$ cat config.mk
export PLATFORM = sky130hd
export DESIGN_NAME = adc_busy_serial_if
export DESIGN_NICKNAME = d
export VERILOG_FILES = /design/src/rtl/adc_if_pkg.sv /design/src/rtl/adc_conv_timer.sv /design/src/rtl/adc_cfg_shifter.sv /design/src/rtl/adc_sdo_serializer.sv /design/src/rtl/adc_busy_serial_if.sv
export SDC_FILE = /design/constraint.sdc
export NUM_CORES = 1
export LEC_CHECK = 0
export BUFFER_PORTS_ARGS = -buffer_cell sky130_fd_sc_hd__clkbuf_2
export CAP_MARGIN = 20
export CELL_PAD_IN_SITES_DETAIL_PLACEMENT = 1
export CELL_PAD_IN_SITES_GLOBAL_PLACEMENT = 2
export CORE_UTILIZATION = 35
export DETAILED_ROUTE_END_ITERATION = 10
export PLACE_DENSITY = 0.81
export REMOVE_ABC_BUFFERS = 1
export SYNTH_ARGS = -nofsm -noshare
export SYNTH_HDL_FRONTEND = slang
export SYNTH_SLANG_ARGS = --single-unit
$ cat constraint.sdc
create_clock -name clk -period 1.5 [get_ports clk]
set_input_delay 0.15 -clock clk [delete_from_list [all_inputs] [get_ports clk]]
set_output_delay 0.15 -clock clk [all_outputs]
set_load 0.005 [all_outputs]
$ cat src/rtl/adc_if_pkg.sv
// Package: shared constants of the busy-indicator serial converter interface.
// Assumes: nothing; holds only values that every unit agrees on.
package adc_if_pkg;
    // Position of the readback-enable flag inside the configuration word.
    localparam int RB_BIT = 0;
    // Minimum number of system clocks a conversion may last.
    localparam int MIN_CONV_CYCLES = 2;
endpackage

$ cat src/rtl/adc_conv_timer.sv
// Module: conversion timer.
// Starts on a start request while idle and runs for CONV_CYCLES clocks,
// whatever happens on the request line. It raises done_o on the last cycle.
// Assumes: CONV_CYCLES >= MIN_CONV_CYCLES.
module adc_conv_timer #(
    parameter int CONV_CYCLES = 40
) (
    input  logic clk,
    input  logic rst_n,
    input  logic start_req_i,
    output logic start_o,
    output logic busy_o,
    output logic done_o
);
    import adc_if_pkg::*;

    localparam int CW = $clog2(CONV_CYCLES + 1);
    localparam logic [CW-1:0] LAST = CW'(CONV_CYCLES - 1);

    logic [CW-1:0] cnt_q;
    logic          busy_q;

    // A start request counts only while idle.
    assign start_o = start_req_i && !busy_q;
    assign busy_o  = busy_q;
    assign done_o  = busy_q && (cnt_q == LAST);

    // Busy flag and cycle counter.
    always_ff @(posedge clk) begin
        if (!rst_n) begin
            busy_q <= 1'b0;
            cnt_q  <= '0;
        end else if (start_o) begin
            busy_q <= 1'b1;
            cnt_q  <= '0;
        end else if (done_o) begin
            busy_q <= 1'b0;
        end else if (busy_q) begin
            cnt_q <= cnt_q + 1'b1;
        end
    end

    initial begin
        if (CONV_CYCLES < MIN_CONV_CYCLES) $error("CONV_CYCLES too small");
    end

    // a running conversion continues until its last cycle.
    p_runs_to_end_r2: assert property (@(posedge clk) disable iff (!rst_n)
        busy_q && !done_o |=> busy_q);

    // a start request during a conversion does not restart the count.
    p_no_restart_r10: assert property (@(posedge clk) disable iff (!rst_n)
        busy_q && !done_o && start_req_i |=> cnt_q == $past(cnt_q) + 1'b1);

    // the counter never passes the last cycle.
    p_cnt_bound_r2: assert property (@(posedge clk) disable iff (!rst_n)
        cnt_q <= LAST);
endmodule

$ cat src/rtl/adc_cfg_shifter.sv
// Module: configuration receiver.
// Shifts data-in on accepted serial clock rising edges into a pending word.
// At a conversion start it promotes the pending word only if all CFG_W bits
// arrived, then latches the configuration used by that conversion.
// Assumes: rise_i is already qualified (idle and convert pin low).
module adc_cfg_shifter #(
    parameter int          CFG_W     = 14,
    parameter logic [13:0] CFG_RESET = '0
) (
    input  logic             clk,
    input  logic             rst_n,
    input  logic             start_i,
    input  logic             busy_i,
    input  logic             rise_i,
    input  logic             din_i,
    output logic [CFG_W-1:0] conv_cfg_o
);
    localparam int WW = $clog2(CFG_W + 1);
    localparam logic [WW-1:0] FULL = WW'(CFG_W);

    logic [CFG_W-1:0] shift_q;
    logic [CFG_W-1:0] act_q;
    logic [CFG_W-1:0] conv_q;
    logic [WW-1:0]    wr_cnt_q;
    logic [CFG_W-1:0] next_act;

    // The configuration that the starting conversion will use.
    always_comb begin
        next_act = (wr_cnt_q == FULL) ? shift_q : act_q;
    end

    // Pending shift register and its bit count.
    always_ff @(posedge clk) begin
        if (!rst_n) begin
            shift_q  <= '0;
            wr_cnt_q <= '0;
        end else if (start_i) begin
            wr_cnt_q <= '0;
        end else if (rise_i && !busy_i && wr_cnt_q != FULL) begin
            shift_q  <= {shift_q[CFG_W-2:0], din_i};
            wr_cnt_q <= wr_cnt_q + 1'b1;
        end
    end

    // Active configuration and the copy bound to the running conversion.
    always_ff @(posedge clk) begin
        if (!rst_n) begin
            act_q  <= CFG_RESET[CFG_W-1:0];
            conv_q <= CFG_RESET[CFG_W-1:0];
        end else if (start_i) begin
            act_q  <= next_act;
            conv_q <= next_act;
        end
    end

    assign conv_cfg_o = conv_q;

    // no more than CFG_W bits are ever counted.
    p_wr_cnt_max_r4: assert property (@(posedge clk) disable iff (!rst_n)
        wr_cnt_q <= FULL);

    // data-in is ignored while a conversion runs.
    p_din_ignored_r1: assert property (@(posedge clk) disable iff (!rst_n)
        busy_i |=> $stable(shift_q));

    // the active configuration changes only at a conversion start.
    p_act_at_start_r5: assert property (@(posedge clk) disable iff (!rst_n)
        !start_i |=> $stable(act_q));
endmodule

$ cat src/rtl/adc_sdo_serializer.sv
// Module: data-out serializer.
// Captures the result at conversion end and drives the busy-done low level.
// It then presents result bits, and the configuration when readback is on,
// on serial clock falling edges. It releases the line after the frame.
// Assumes: fall_i is a one-cycle pulse per falling edge.
module adc_sdo_serializer #(
    parameter int DATA_W = 16,
    parameter int CFG_W  = 14
) (
    input  logic              clk,
    input  logic              rst_n,
    input  logic              start_i,
    input  logic              done_i,
    input  logic              cnv_i,
    input  logic              fall_i,
    input  logic [DATA_W-1:0] sample_i,
    input  logic [CFG_W-1:0]  conv_cfg_i,
    output logic              sdo_o,
    output logic              sdo_oe_o
);
    import adc_if_pkg::*;

    localparam int FRAME_W = DATA_W + CFG_W;
    localparam int FW      = $clog2(FRAME_W + 2);
    localparam logic [FW-1:0] STOP_DATA  = FW'(DATA_W);
    localparam logic [FW-1:0] STOP_FRAME = FW'(FRAME_W);

    logic [DATA_W-1:0]  result_q;
    logic [CFG_W-1:0]   rcfg_q;
    logic [FRAME_W-1:0] frame_q;
    logic [FW-1:0]      fall_cnt_q;
    logic               armed_q;
    logic               oe_q;
    logic               sdo_q;
    logic               rb_q;
    logic [DATA_W-1:0]  fresh_res;
    logic [CFG_W-1:0]   fresh_cfg;
    logic [FW-1:0]      stop_cnt;
    logic               enable_now;

    // Use the values captured this cycle when the conversion ends now.
    always_comb begin
        fresh_res  = done_i ? sample_i : result_q;
        fresh_cfg  = done_i ? conv_cfg_i : rcfg_q;
        stop_cnt   = rb_q ? STOP_FRAME : STOP_DATA;
        enable_now = (done_i || armed_q) && !cnv_i;
    end

    // Result and its configuration captured at conversion end.
    always_ff @(posedge clk) begin
        if (!rst_n) begin
            result_q <= '0;
            rcfg_q   <= '0;
        end else if (done_i) begin
            result_q <= sample_i;
            rcfg_q   <= conv_cfg_i;
        end
    end

    // Line control: release on start, busy-done low, then frame shifting.
    always_ff @(posedge clk) begin
        if (!rst_n) begin
            oe_q       <= 1'b0;
            sdo_q      <= 1'b0;
            armed_q    <= 1'b0;
            rb_q       <= 1'b0;
            fall_cnt_q <= '0;
            frame_q    <= '0;
        end else if (start_i) begin
            oe_q    <= 1'b0;
            sdo_q   <= 1'b0;
            armed_q <= 1'b0;
        end else if (enable_now) begin
            oe_q       <= 1'b1;
            sdo_q      <= 1'b0;
            armed_q    <= 1'b0;
            fall_cnt_q <= '0;
            frame_q    <= {fresh_res, fresh_cfg};
            rb_q       <= fresh_cfg[RB_BIT];
        end else if (done_i) begin
            armed_q <= 1'b1;
        end else if (oe_q && fall_i && !cnv_i) begin
            if (fall_cnt_q == stop_cnt) begin
                oe_q <= 1'b0;
            end else begin
                sdo_q   <= frame_q[FRAME_W-1];
                frame_q <= {frame_q[FRAME_W-2:0], 1'b0};
            end
            fall_cnt_q <= fall_cnt_q + 1'b1;
        end
    end

    assign sdo_o    = sdo_q;
    assign sdo_oe_o = oe_q;

    // the line always turns on at the busy-done low level.
    p_busy_low_r3: assert property (@(posedge clk) disable iff (!rst_n)
        $rose(oe_q) |-> !sdo_q);

    // a conversion start releases the line on the next clock.
    p_hiz_on_start_r1: assert property (@(posedge clk) disable iff (!rst_n)
        start_i |=> !oe_q);

    // the falling-edge count never exceeds the longest frame.
    p_frame_len_r7: assert property (@(posedge clk) disable iff (!rst_n)
        oe_q |-> fall_cnt_q <= STOP_FRAME);

    // without a falling edge or start, a driven line keeps its bit.
    p_hold_r9: assert property (@(posedge clk) disable iff (!rst_n)
        oe_q && !fall_i && !start_i && !done_i && !armed_q |=> oe_q && $stable(sdo_q));
endmodule

$ cat src/rtl/adc_busy_serial_if.sv
// Module: top of the busy-indicator serial converter interface.
// Registers the convert and serial clock pins to find their edges. It wires
// the conversion timer, configuration receiver and data-out serializer.
// Assumes: pins are stable for at least two system clocks per level.
module adc_busy_serial_if #(
    parameter int          DATA_W      = 16,
    parameter int          CFG_W       = 14,
    parameter int          CONV_CYCLES = 40,
    parameter logic [13:0] CFG_RESET   = '0
) (
    input  logic              clk,
    input  logic              rst_n,
    input  logic              cnv_i,
    input  logic              sck_i,
    input  logic              din_i,
    input  logic [DATA_W-1:0] sample_i,
    output logic              sdo_o,
    output logic              sdo_oe_o
);
    logic cnv_q;
    logic sck_q;
    logic cnv_rise;
    logic sck_rise;
    logic sck_fall;
    logic start;
    logic busy;
    logic done;
    logic [CFG_W-1:0] conv_cfg;

    // Previous pin levels; idle-high reset avoids a false edge after reset.
    always_ff @(posedge clk) begin
        if (!rst_n) begin
            cnv_q <= 1'b1;
            sck_q <= 1'b1;
        end else begin
            cnv_q <= cnv_i;
            sck_q <= sck_i;
        end
    end

    // Edge pulses.
    always_comb begin
        cnv_rise = cnv_i && !cnv_q;
        sck_rise = sck_i && !sck_q && !cnv_i;
        sck_fall = !sck_i && sck_q;
    end

    adc_conv_timer #(
        .CONV_CYCLES(CONV_CYCLES)
    ) timer_i (
        .clk        (clk),
        .rst_n      (rst_n),
        .start_req_i(cnv_rise),
        .start_o    (start),
        .busy_o     (busy),
        .done_o     (done)
    );

    adc_cfg_shifter #(
        .CFG_W    (CFG_W),
        .CFG_RESET(CFG_RESET)
    ) cfg_i (
        .clk       (clk),
        .rst_n     (rst_n),
        .start_i   (start),
        .busy_i    (busy),
        .rise_i    (sck_rise),
        .din_i     (din_i),
        .conv_cfg_o(conv_cfg)
    );

    adc_sdo_serializer #(
        .DATA_W(DATA_W),
        .CFG_W (CFG_W)
    ) ser_i (
        .clk       (clk),
        .rst_n     (rst_n),
        .start_i   (start),
        .done_i    (done),
        .cnv_i     (cnv_i),
        .fall_i    (sck_fall),
        .sample_i  (sample_i),
        .conv_cfg_i(conv_cfg),
        .sdo_o     (sdo_o),
        .sdo_oe_o  (sdo_oe_o)
    );

    // a start is never accepted while a conversion runs.
    p_one_conv_r10: assert property (@(posedge clk) disable iff (!rst_n)
        busy |-> !start);
endmodule

==> key figures <==
Outcome
  – Outcome: complete, but fails checks
  – Failing checks: negative setup slack

Routing
  – Pre-Repair DR Iteration Count: 4
  – Total length of routed met3 wires: 537 µm
  – DR WL met2: 7240 µm
  – DR vias/cell: 5.45
  – M1 WL: 6070 µm
  – Drt initial violations: 250
  – DR top layer: met4
  – Total number of vias: 3828
  – DRT antenna net count: 0
  – # DRC: 0
  – DRT Wirelength: 14200 µm
  – Wire length per cell: 20.2 µm

Placed design
  – Post-DP HPWL: 7170 µm
  – Cells after DPL: 660
  – Placed instance area: 5050 µm²
  – Pre-CTS setup slack: -0.254 ns
  – Routability cong.: 0.741
  – Port Buffer Count: 22

STA
  – Final WS setup: -0.245 ns
  – Tmin final: 1.75 ns
  – Clk_skew: 0.00908 ns
  – RSZ-0062 raised after global routing: true
  – Max Fclk: 573 MHz
  – Post-route clock period utilization: 116%
  – Final Hold Viols: 0
  – Total negative slack: -6.93 ns
  – Max Slew Vio Count: 0
  – Worst-Margin Slew: 0.325 ns
  – Slew HR: 78.4%
  – Final setup violation count: 63

Synth
  – Share of the synthesized area in the top cell type: 49.2%
  – Syn Inst Count: 459
  – YS warnings: 0
  – Post-synth top area cell: dfxtp_1
  – Mapped Area: 4480 µm²
  – Register bit total from synthesis: 110
  – Area contributors post-synth: dfxtp_1 (49%), mux2i_1 (9.8%), o211ai_1 (4.9%), nor2_1 (4.8%), nand4_1 (4.3%)
  – Synth Area per Inst: 9.76 µm²
  – Seq/Total Area, Yosys: 49.2%
  – Unique cell type count in the Yosys netlist: 47

Clock tree
  – CTS tree: built
  – Post-CTS Hold Buffers: 0
  – Clk_lat worst skew: 0.36 ns
  – Max clock buf depth: 2
  – Clock sinks: 110
  – Htree depth: 3
  – Worst-path clk slew: 0.07 ns
  – Number of buffers created by CTS: 9
  – CTS root buf: clkbuf_16

Setup path
  – Startpoint types: flop
  – Worst setup path class: flop to flop
  – Reg2reg setup slack: -0.25 ns
  – Critical path capture point type: flop
  – R2r worst-path depth: 7
  – Crit path required time: 1.76 ns
  – Crit path to: ser_i.frame_q[1]$_SDFFE_PN0P_
  – R2r startpoint: timer_i.cnt_q[1]$_SDFFE_PP0P_
  – R2r endpoint: ser_i.frame_q[1]$_SDFFE_PN0P_
  – Max Fanout on Critical Path: 8
  – Critical path arrival: 2.01 ns
  – Critical Path Source: timer_i.cnt_q[1]$_SDFFE_PP0P_

Die
  – Die area: 13300 µm²
  – Die Wd: 115 µm
  – I/O pin cnt: 23
  – Height of the die: 115 µm
  – # rows: 40
  – Core area: 12300 µm²
  – Initial Util: 36.5%

Global route
  – Largest net degree at the start of global routing: 62
  – Total global routing overflow: 0
  – Number of global-route vias before repair: 3931
  – Total track usage: 19.4%
  – Initial antenna violation count: 0
  – First-pass GRT wire length: 19600 µm

Power and ir drop
  – Sw Ratio: 22.9%
  – Peak VDD IR: 0.000627 V
  – Psw: 0.00130 W
  – PwrDens: 863 nW/µm²
  – Static Leak: 2.47 nW
  – Comb power frac: 5.5%
  – Reg power frac: 51.9%
  – Clock power share: 42.6%
  – Pint: 0.00436 W

Layout
  – Layout cells sized above 1: 40.4%
  – Area growth, synth to finish: 46.3%
  – Design area: 6560 µm²
  – Fin cells: 703
  – Nets: 555
  – ANT cells: 0

Job
  – Max-Cap Viols: 0

Hold path
  – Hold Crit Class: input pin to flop
synth_stat cells (all sizes together):
cell type / instances
a211o: 1
a211oi: 3
a21boi: 1
a21oi: 20
a221oi: 1
and2: 1
and3: 4
and3b: 2
and4: 1
and4bb: 2
buf: 23
clkbuf: 10
dfxtp: 110
ha: 4
inv: 5
mux2i: 44
nand2: 50
nand2b: 2
nand3: 5
nand3b: 2
nand4: 31
nor2: 60
nor2b: 2
nor3: 1
nor4: 1
nor4b: 1
o211ai: 29
o21a: 1
o21ai: 10
o21ba: 1
o221ai: 16
o22ai: 1
o32ai: 1
or3: 1
or3b: 1
xnor2: 2
xor2: 9
how the worst min path moves through the flow:
stage                     start                             to  slack [ns]  cells after the start
after floorplan           rst_n               sck_q$_SDFF_PN1_        0.22                      1
after global placement    sck_i               sck_q$_SDFF_PN1_        0.37                      2
after detailed placement  din_i  cfg_i.shift_q[0]$_SDFFE_PN0P_        0.39                      3
after CTS                 din_i  cfg_i.shift_q[0]$_SDFFE_PN0P_       0.009                      3
after global routing      sck_i               sck_q$_SDFF_PN1_        0.03                      2
final                     sck_i               sck_q$_SDFF_PN1_        0.02                      2
layout by cell type, fill, tap and decap left out, types with 5 or more instances in the layout:
cell       netlist  routed
nand4_1         31      31
clkbuf_16        0      17
dfxtp_1        110     105
o211ai_1        29      29
buf_16           0       5
a21oi_2          0      16
buf_6            4      15
nor2_1          57      54
nand2_4          0      14
o221ai_1        16      12
buf_4            5      30
buf_12           0      11
nand2_2          0       5
nand2_1         50      31
mux2i_1         44      14
mux2i_4          0      27
clkbuf_2         0      22
xor2_1           9       9
per-layer routing:
layer	up-vias	global-route usage [%]
met2	90	35.1
met1	1897	22.3
li1	1812	-
met3	29	4.01
met5	-	0
met4	0	7.62
cells by family after synthesis:
family,after synthesis,synth area share [%]
buf+inv,38,4.89
xor+xnor,11,2.15
fa+ha+maj,4,1.12
simple gates,167,19.1
mux,44,9.83
compound gates,85,13.8
flops,110,49.2
registers in the layout (all words and copies together) (netlist names):
register,count
cfg_i.shift_q,14
ser_i.sdo_oe_o,1
timer_i.busy_o,1
ser_i.sdo_o,1
ser_i.frame_q,30
timer_i.cnt_q,6
cfg_i.wr_cnt_q,4
ser_i.fall_cnt_q,5
ser_i.rb_q,1
ser_i.rcfg_q,14
cfg_i.act_q,14
ser_i.result_q,16
ser_i.armed_q,1
cnv_q,1
sck_q,1
timing repair:
action	CTS	global route
cloned	6	9
setup buffers	7	5
endpoints found under the setup margin	90	100
pin swaps	5	53
resized for setup	53	119
cell type report:
type | instances | area (µm²)
timing repair buffer | 93 | 1080
fill | 1308 | 5710
inverter | 5 | 18.8
clock inverter | 6 | 62.6
tap | 168 | 210
multi-input combinational | 311 | 2740
sequential | 110 | 2210
clock buffer | 10 | 229
through the flow:
stage                     hold WS, ns  power [W]  utilization [%]
after detailed placement        0.385    0.00318             41.2
final                          0.0183    0.00566             53.5
after floorplan                 0.223    0.00307                -
after CTS                     0.00895    0.00559             47.1
after global placement          0.368    0.00318             41.2
after global routing           0.0263    0.00583             53.5
worst max-delay path: stages, from the launching register on:
cell and delay (ns):
dfxtp_2 0.34, ha_4 0.17, and3b_2 0.23, a221oi_4 0.28, buf_6 0.21, buf_12 0.15, nand2_1 0.07, o221ai_1 0.19
power by group through the flow:
| stage | clock network [W] | registers [W] | logic, W |
|---|---|---|---|
| floorplan | 0 | 0.00300 | 0.0000724 |
| global placement | 0 | 0.00300 | 0.000178 |
| detailed placement | 0 | 0.00300 | 0.000184 |
| CTS | 0.00243 | 0.00293 | 0.000225 |
| global route | 0.00257 | 0.00294 | 0.000325 |
| finish | 0.00241 | 0.00293 | 0.000309 |
No activity file was read; power rests on OpenSTA's default activity.
